--- src/rtl/pinbank_pkg.sv ---
package pinbank_pkg;
  localparam int PB_MAX_PINS = 32;
  localparam int PB_ADDR_W   = 8;

  // word indices (byte offset / 4) of the shared words
  localparam logic [5:0] PB_W_PEND  = 6'h20;
  localparam logic [5:0] PB_W_LEVEL = 6'h21;
  localparam logic [5:0] PB_W_DRIVE = 6'h22;

  localparam logic [2:0] TRIG_HIGH = 3'd0;
  localparam logic [2:0] TRIG_LOW  = 3'd1;
  localparam logic [2:0] TRIG_RISE = 3'd2;
  localparam logic [2:0] TRIG_FALL = 3'd3;
  localparam logic [2:0] TRIG_ANY  = 3'd4;

  typedef struct packed {
    logic [2:0] trig;
    logic       irq_arm;
    logic       buf_en;
    logic       in_en;
    logic       out_en;
  } pin_cfg_t;

  function automatic pin_cfg_t cfg_unpack(input logic [7:0] w);
    pin_cfg_t c;
    c.trig    = w[7:5];
    c.irq_arm = w[3];
    c.buf_en  = w[2];
    c.in_en   = w[1];
    c.out_en  = w[0];
    return c;
  endfunction

  function automatic logic [7:0] cfg_pack(input pin_cfg_t c);
    return {c.trig, 1'b0, c.irq_arm, c.buf_en, c.in_en, c.out_en};
  endfunction
endpackage

--- src/rtl/pinbank_sync.sv ---
module pinbank_sync #(
  parameter int W      = 32,
  parameter int STAGES = 2
) (
  input  logic         clk,
  input  logic         rst,
  input  logic [W-1:0] d,
  output logic [W-1:0] q
);
  logic [STAGES-1:0][W-1:0] pipe;

  always_ff @(posedge clk) begin
    if (rst) pipe <= '0;
    else     pipe <= {pipe[STAGES-2:0], d};
  end

  assign q = pipe[STAGES-1];
endmodule

--- src/rtl/pinbank_pin.sv ---
module pinbank_pin
  import pinbank_pkg::*;
(
  input  logic       clk,
  input  logic       rst,
  input  logic       lvl,
  input  logic       cfg_we,
  input  logic [7:0] cfg_wd,
  input  logic       clr,
  output logic [7:0] cfg_word,
  output logic       pend
);
  pin_cfg_t cfg;
  logic     prev;
  logic     hit;

  always_comb begin
    case (cfg.trig)
      TRIG_HIGH: hit = lvl;
      TRIG_LOW:  hit = ~lvl;
      TRIG_RISE: hit = lvl & ~prev;
      TRIG_FALL: hit = ~lvl & prev;
      TRIG_ANY:  hit = lvl ^ prev;
      default:   hit = 1'b0;
    endcase
  end

  always_ff @(posedge clk) begin
    if (rst) begin
      cfg  <= '0;
      prev <= 1'b0;
      pend <= 1'b0;
    end else begin
      prev <= lvl;
      if (cfg_we) cfg <= cfg_unpack(cfg_wd);
      pend <= (pend & ~clr) | hit;
    end
  end

  assign cfg_word = cfg_pack(cfg);
endmodule

--- src/rtl/pinbank_gpio.sv ---
module pinbank_gpio
  import pinbank_pkg::*;
#(
  parameter  int NPINS = 32,
  localparam int NP    = (NPINS > PB_MAX_PINS) ? PB_MAX_PINS : NPINS
) (
  input  logic                 clk,
  input  logic                 rst,
  input  logic                 bus_wr,
  input  logic                 bus_rd,
  input  logic [PB_ADDR_W-1:0] bus_addr,
  input  logic [31:0]          bus_wdata,
  output logic [31:0]          bus_rdata,
  input  logic [NP-1:0]        pin_in,
  output logic [NP-1:0]        pin_out,
  output logic [NP-1:0]        pin_oe,
  output logic                 irq
);
  logic [5:0]          word;
  logic [4:0]          pidx;
  logic                ctrl_sel, sel_pend, sel_level, sel_drive;
  logic [NP-1:0]       lvl, pend_v, ie_v, oe_req, in_en_v;
  logic [NP-1:0][7:0]  cfg_word;
  logic [31:0]         rd_mux;

  assign word      = bus_addr[7:2];
  assign pidx      = bus_addr[6:2];
  assign ctrl_sel  = !bus_addr[7] && (int'(pidx) < NP);
  assign sel_pend  = (word == PB_W_PEND);
  assign sel_level = (word == PB_W_LEVEL);
  assign sel_drive = (word == PB_W_DRIVE);

  pinbank_sync #(.W(NP), .STAGES(2)) u_sync (
    .clk (clk),
    .rst (rst),
    .d   (pin_in),
    .q   (lvl)
  );

  for (genvar g = 0; g < NP; g++) begin : g_pin
    pinbank_pin u_pin (
      .clk      (clk),
      .rst      (rst),
      .lvl      (lvl[g]),
      .cfg_we   (bus_wr && ctrl_sel && (pidx == 5'(g))),
      .cfg_wd   (bus_wdata[7:0]),
      .clr      (bus_wr && sel_pend && bus_wdata[g]),
      .cfg_word (cfg_word[g]),
      .pend     (pend_v[g])
    );
    assign ie_v[g]    = cfg_word[g][3];
    assign oe_req[g]  = cfg_word[g][0] & cfg_word[g][2];
    assign in_en_v[g] = cfg_word[g][1];
  end

  always_comb begin
    rd_mux = '0;
    if (ctrl_sel) begin
      for (int i = 0; i < NP; i++)
        if (pidx == 5'(i)) rd_mux = {24'b0, cfg_word[i]};
    end else if (sel_pend) begin
      rd_mux = 32'(pend_v);
    end else if (sel_level) begin
      rd_mux = 32'(lvl & in_en_v);
    end else if (sel_drive) begin
      rd_mux = 32'(pin_out);
    end
  end

  always_ff @(posedge clk) begin
    if (rst) begin
      bus_rdata <= '0;
      pin_out   <= '0;
      pin_oe    <= '0;
      irq       <= 1'b0;
    end else begin
      if (bus_rd) bus_rdata <= rd_mux;
      if (bus_wr && sel_drive) pin_out <= bus_wdata[NP-1:0];
      pin_oe <= oe_req;
      irq    <= |(pend_v & ie_v);
    end
  end
endmodule

--- config.mk ---
export PLATFORM = sky130hd
export DESIGN_NAME = pinbank_gpio
export DESIGN_NICKNAME = d
export VERILOG_FILES = /design/src/rtl/pinbank_pkg.sv /design/src/rtl/pinbank_sync.sv /design/src/rtl/pinbank_pin.sv /design/src/rtl/pinbank_gpio.sv
export SDC_FILE = /design/constraint.sdc
export NUM_CORES = 1
export LEC_CHECK = 0
export ABC_AREA = 1
export ABC_CLOCK_PERIOD_IN_PS = 2920
export BUFFER_PORTS_ARGS = -buffer_cell sky130_fd_sc_hd__buf_4
export CAP_MARGIN = 5
export CORE_ASPECT_RATIO = 1.25
export CORE_UTILIZATION = 40
export CTS_BUF_LIST = sky130_fd_sc_hd__clkbuf_4 sky130_fd_sc_hd__clkbuf_8
export DETAILED_ROUTE_END_ITERATION = 7
export PLACE_DENSITY_LB_ADDON = 0.08
export SLEW_MARGIN = 10
export SYNTH_ARGS = -nofsm -noshare
export SYNTH_HDL_FRONTEND = slang
export SYNTH_SLANG_ARGS = --single-unit
--- constraint.sdc ---
create_clock -name clk -period 2.92 [get_ports clk]
set_input_delay 0.292 -clock clk [delete_from_list [all_inputs] [get_ports clk]]
set_output_delay 0.292 -clock clk [all_outputs]
set_load 0.02 [all_outputs]
==> impl_metrics.yaml <==
routing:
  wl_per_cell_um: 18.1
  remaining_drc_errors: 0
  ant_nets: 0
  detail_route.vias_per_cell: 5.23
  wl_um: 65300
  drt_iter0_drc: 1209
  vias: 18900
  firstDrtPassIters: 6
final_layout:
  fillers: 4901
  layout-drive-gt1-share_pct: 14.0
  final_common_cell: "dfxtp_1"
  synthToLayoutAreaGrowth_pct: 22.4
  nets: 3046
  fin_cells: 3606
  multi_input_area_sq_mm: 0.00856
  regArea_sq_mm: 0.00899
  stdcell_area_sq_mm: 0.0238
  mostFrequentLayoutCells: "dfxtp_1, nand2_1, inv_1, o21ai_0, a21oi_1"
die:
  dieArea_sq_mm: 0.0496
  fp.coreArea_sq_mm: 0.0482
  io-pin-count: 173
  initial_utilization_pct: 40.4
  die_w_um: 199
  die_y_um: 249
  num_rows: 90
synthesis:
  synthFlopType: "dfxtp_1"
  netlist_area_sq_mm: 0.0195
  ys_types: 36
  synthTopCellsByArea: "dfxtp_1, o21ai_0, a21oi_1"
  syn_inst: 2663
  yosys.area.top_type: "dfxtp_1"
  ys_async_sr_fraction_pct: 0
  syn_nets: 2803
  syn_area_per_cell_sq_um: 7.32
  yosys_register_bits: 449
  synth_edf_count: 0
  synthDominantCellAreaShare_pct: 46.1
  yosysSeqAreaShare_pct: 46.1
  ys_warn_count: 0
global_routing:
  grtUsageMet2_pct: 44.2
  grt_pass1_wl_um: 101000
  grt_start_max_net_pins: 243
  grt_util_met3_pct: 4.21
  grt_pass1_vias: 18100
  grtUsageTotal_pct: 26.5
  antenna_found_initial: 4
  overflow: 0
  use_met1_pct: 33.1
  top_usage_layer: "met2"
clock_network:
  cts_tree: "done"
  cts_made_buffers: 76
  clk_pin_slew_ns: 0.06
  cts_buffer_depth: 3
  cts_post_setup_buffers_inserted: 0
  cts-root-buf: "clkbuf_8"
  htree_levels: 3
  clock_sinks: 449
  clkLatencyLatePin_ns: 0.67
critical_path:
  timing.rr.start: "g_pin[0].u_pin.cfg_word[6]"
  path_class: "reg2reg"
  crit_path_start: "g_pin[0].u_pin.cfg_word[6]"
  cp-end-kind: "register"
  r2r_setup_slack_ns: 0.33
  required_ns: 3.45
  worstPathMaxFanout: 5
  start_kind: "register"
  worst_ep_arrival_time_ns: 3.13
  ff2ff_path_depth: 18
  r2r-end: "bus_rdata[6]"
sta:
  finClkSkew_ns: 0.0363
  setup_viol: 0
  layout_setup_ws_ns: 0.327
  grt_setup_unrepaired: "no"
  slew_headroom_pct: 29.6
  fmax_ghz: 0.386
  fin_crit_ns: 2.59
  timing.hold.ws_ns: 0.0890
  period_share_pct: 88.8
  hold_viol_final: 0
  slew_violations: 0
  worstMarginPinSlew_ns: 1.06
  fin_setup_tns_ns: 0
placement:
  hpwl_um: 45800
  dpl_worst_slack_ns: 0.0344
  gp_congestion: 0.902
  port_buffers: 170
  post_dp_cell_area_sq_mm: 0.0216
  place_inst: 3413
worst_hold_path:
  min_path_type: "in2reg"
  min_to: "g_pin[7].u_pin.cfg_word[2]"
  hold_depth: 3
  hold_start: "bus_wdata[2]"
power_and_ir_drop:
  p_seq_share_pct: 48.0
  clkPwrFrac_pct: 45.4
  power_switching_w: 0.00324
  swShare_pct: 24.6
  p_int_w: 0.00995
  p_leak_nw: 9.78
  vdd_drop_max_uv: 297
  power.density_mw_per_mm2: 553
  pwr-share-comb_pct: 6.6
status:
  status: "completed"
run:
  maxCapViolCount: 0
-- state kept, by name (all words and copies together), names as in the netlist, 32 cells and up --
signal	cells
g_pin.u_pin.cfg_word	224
bus_rdata	32
g_pin.u_pin.pend	32
g_pin.u_pin.prev	32
pin_oe	32
pin_out	32
u_sync.pipe	32
u_sync.q	32
-- cell usage after synthesis (all sizes together) (7+ instances only) --
cell type	n
a31oi	32
nor3	20
o21ai	360
buf	7
o311ai	13
clkbuf	124
nand2	406
o211ai	27
nand3	141
inv	382
dfxtp	449
nor2	244
a22o	8
a21oi	321
ha	64
nand4	42
-- how the worst max path moves through the flow --
stage                    to  slack, ns  depth (start not counted)
6_report       bus_rdata[6]       0.33                         18
5_1_grt        bus_rdata[5]       0.02                         20
4_1_cts        bus_rdata[5]       0.33                         20
3_5_place_dp   bus_rdata[6]       0.03                         23
3_3_place_gp   bus_rdata[6]       0.07                         23
2_1_floorplan  bus_rdata[5]       0.82                         23
-- routing by layer --
layer	routed length (um)	vias up	share of wire, %
met4	2560	4	3.9
met2	31300	565	48
met3	3660	143	5.6
met5	23	-	0.035
li1	-	9261	-
met1	27700	8887	42
-- critical path, stage by stage, from the launching register on --
cell	delay (ns)
dfxtp_1	0.36
nand2_1	0.09
nand3_1	0.09
nor2_1	0.15
nand4_1	0.11
nor2_1	0.17
nand4_1	0.12
nor2_1	0.19
nand4_1	0.19
nand2_1	0.10
nand4_1	0.08
nand2_1	0.09
nand4_1	0.12
nand2_1	0.09
nand4_1	0.12
nand2_1	0.10
nand4_1	0.15
nand2_1	0.10
a21oi_1	0.06
-- power groups by stage --
stage / sequential (W) / combinational [W] / clock (W)
3_5_place_dp: 0.00647 / 0.000803 / 0
4_1_cts: 0.00633 / 0.000870 / 0.00615
6_report: 0.00633 / 0.000873 / 0.00598
2_1_floorplan: 0.00644 / 0.000449 / 0
5_1_grt: 0.00634 / 0.000961 / 0.00644
3_3_place_gp: 0.00647 / 0.000790 / 0
-- metrics by stage --
stage / util (%) / power, W
after CTS: 49.5 / 0.0134
after floorplan: - / 0.00689
final: 49.5 / 0.0132
after detailed placement: 44.9 / 0.00727
after global placement: 44.9 / 0.00726
after global routing: 49.5 / 0.0137
-- area by class of cell --
cell class | instances | area share [%]
tap | 644 | 3.38
multi-input combinational | 1697 | 35.9
clock inverter | 12 | 0.420
sequential | 449 | 37.7
antenna | 1 | 0.0105
clock buffer | 121 | 6.38
timing repair buffer | 296 | 10.1
inverter | 386 | 6.11
-- logic make-up after synthesis --
kind of cell	after synthesis	share of synthesized area (%)
and+or+nand+nor	859	18.7
AOI/OAI and AO/OA	774	21.1
buffers and inverters	517	10.0
DFF	449	46.1
adders and majority gates	64	4.11
-- timing repair --
| action | in CTS | in global routing |
|---|---|---|
| hold buffers | 59 | 0 |
| hold endpoints to repair | 78 | 0 |
| resized for setup | 0 | 5 |
| endpoints found under the setup margin | 0 | 1 |
Note: power is estimated with default switching activity, not from simulation.
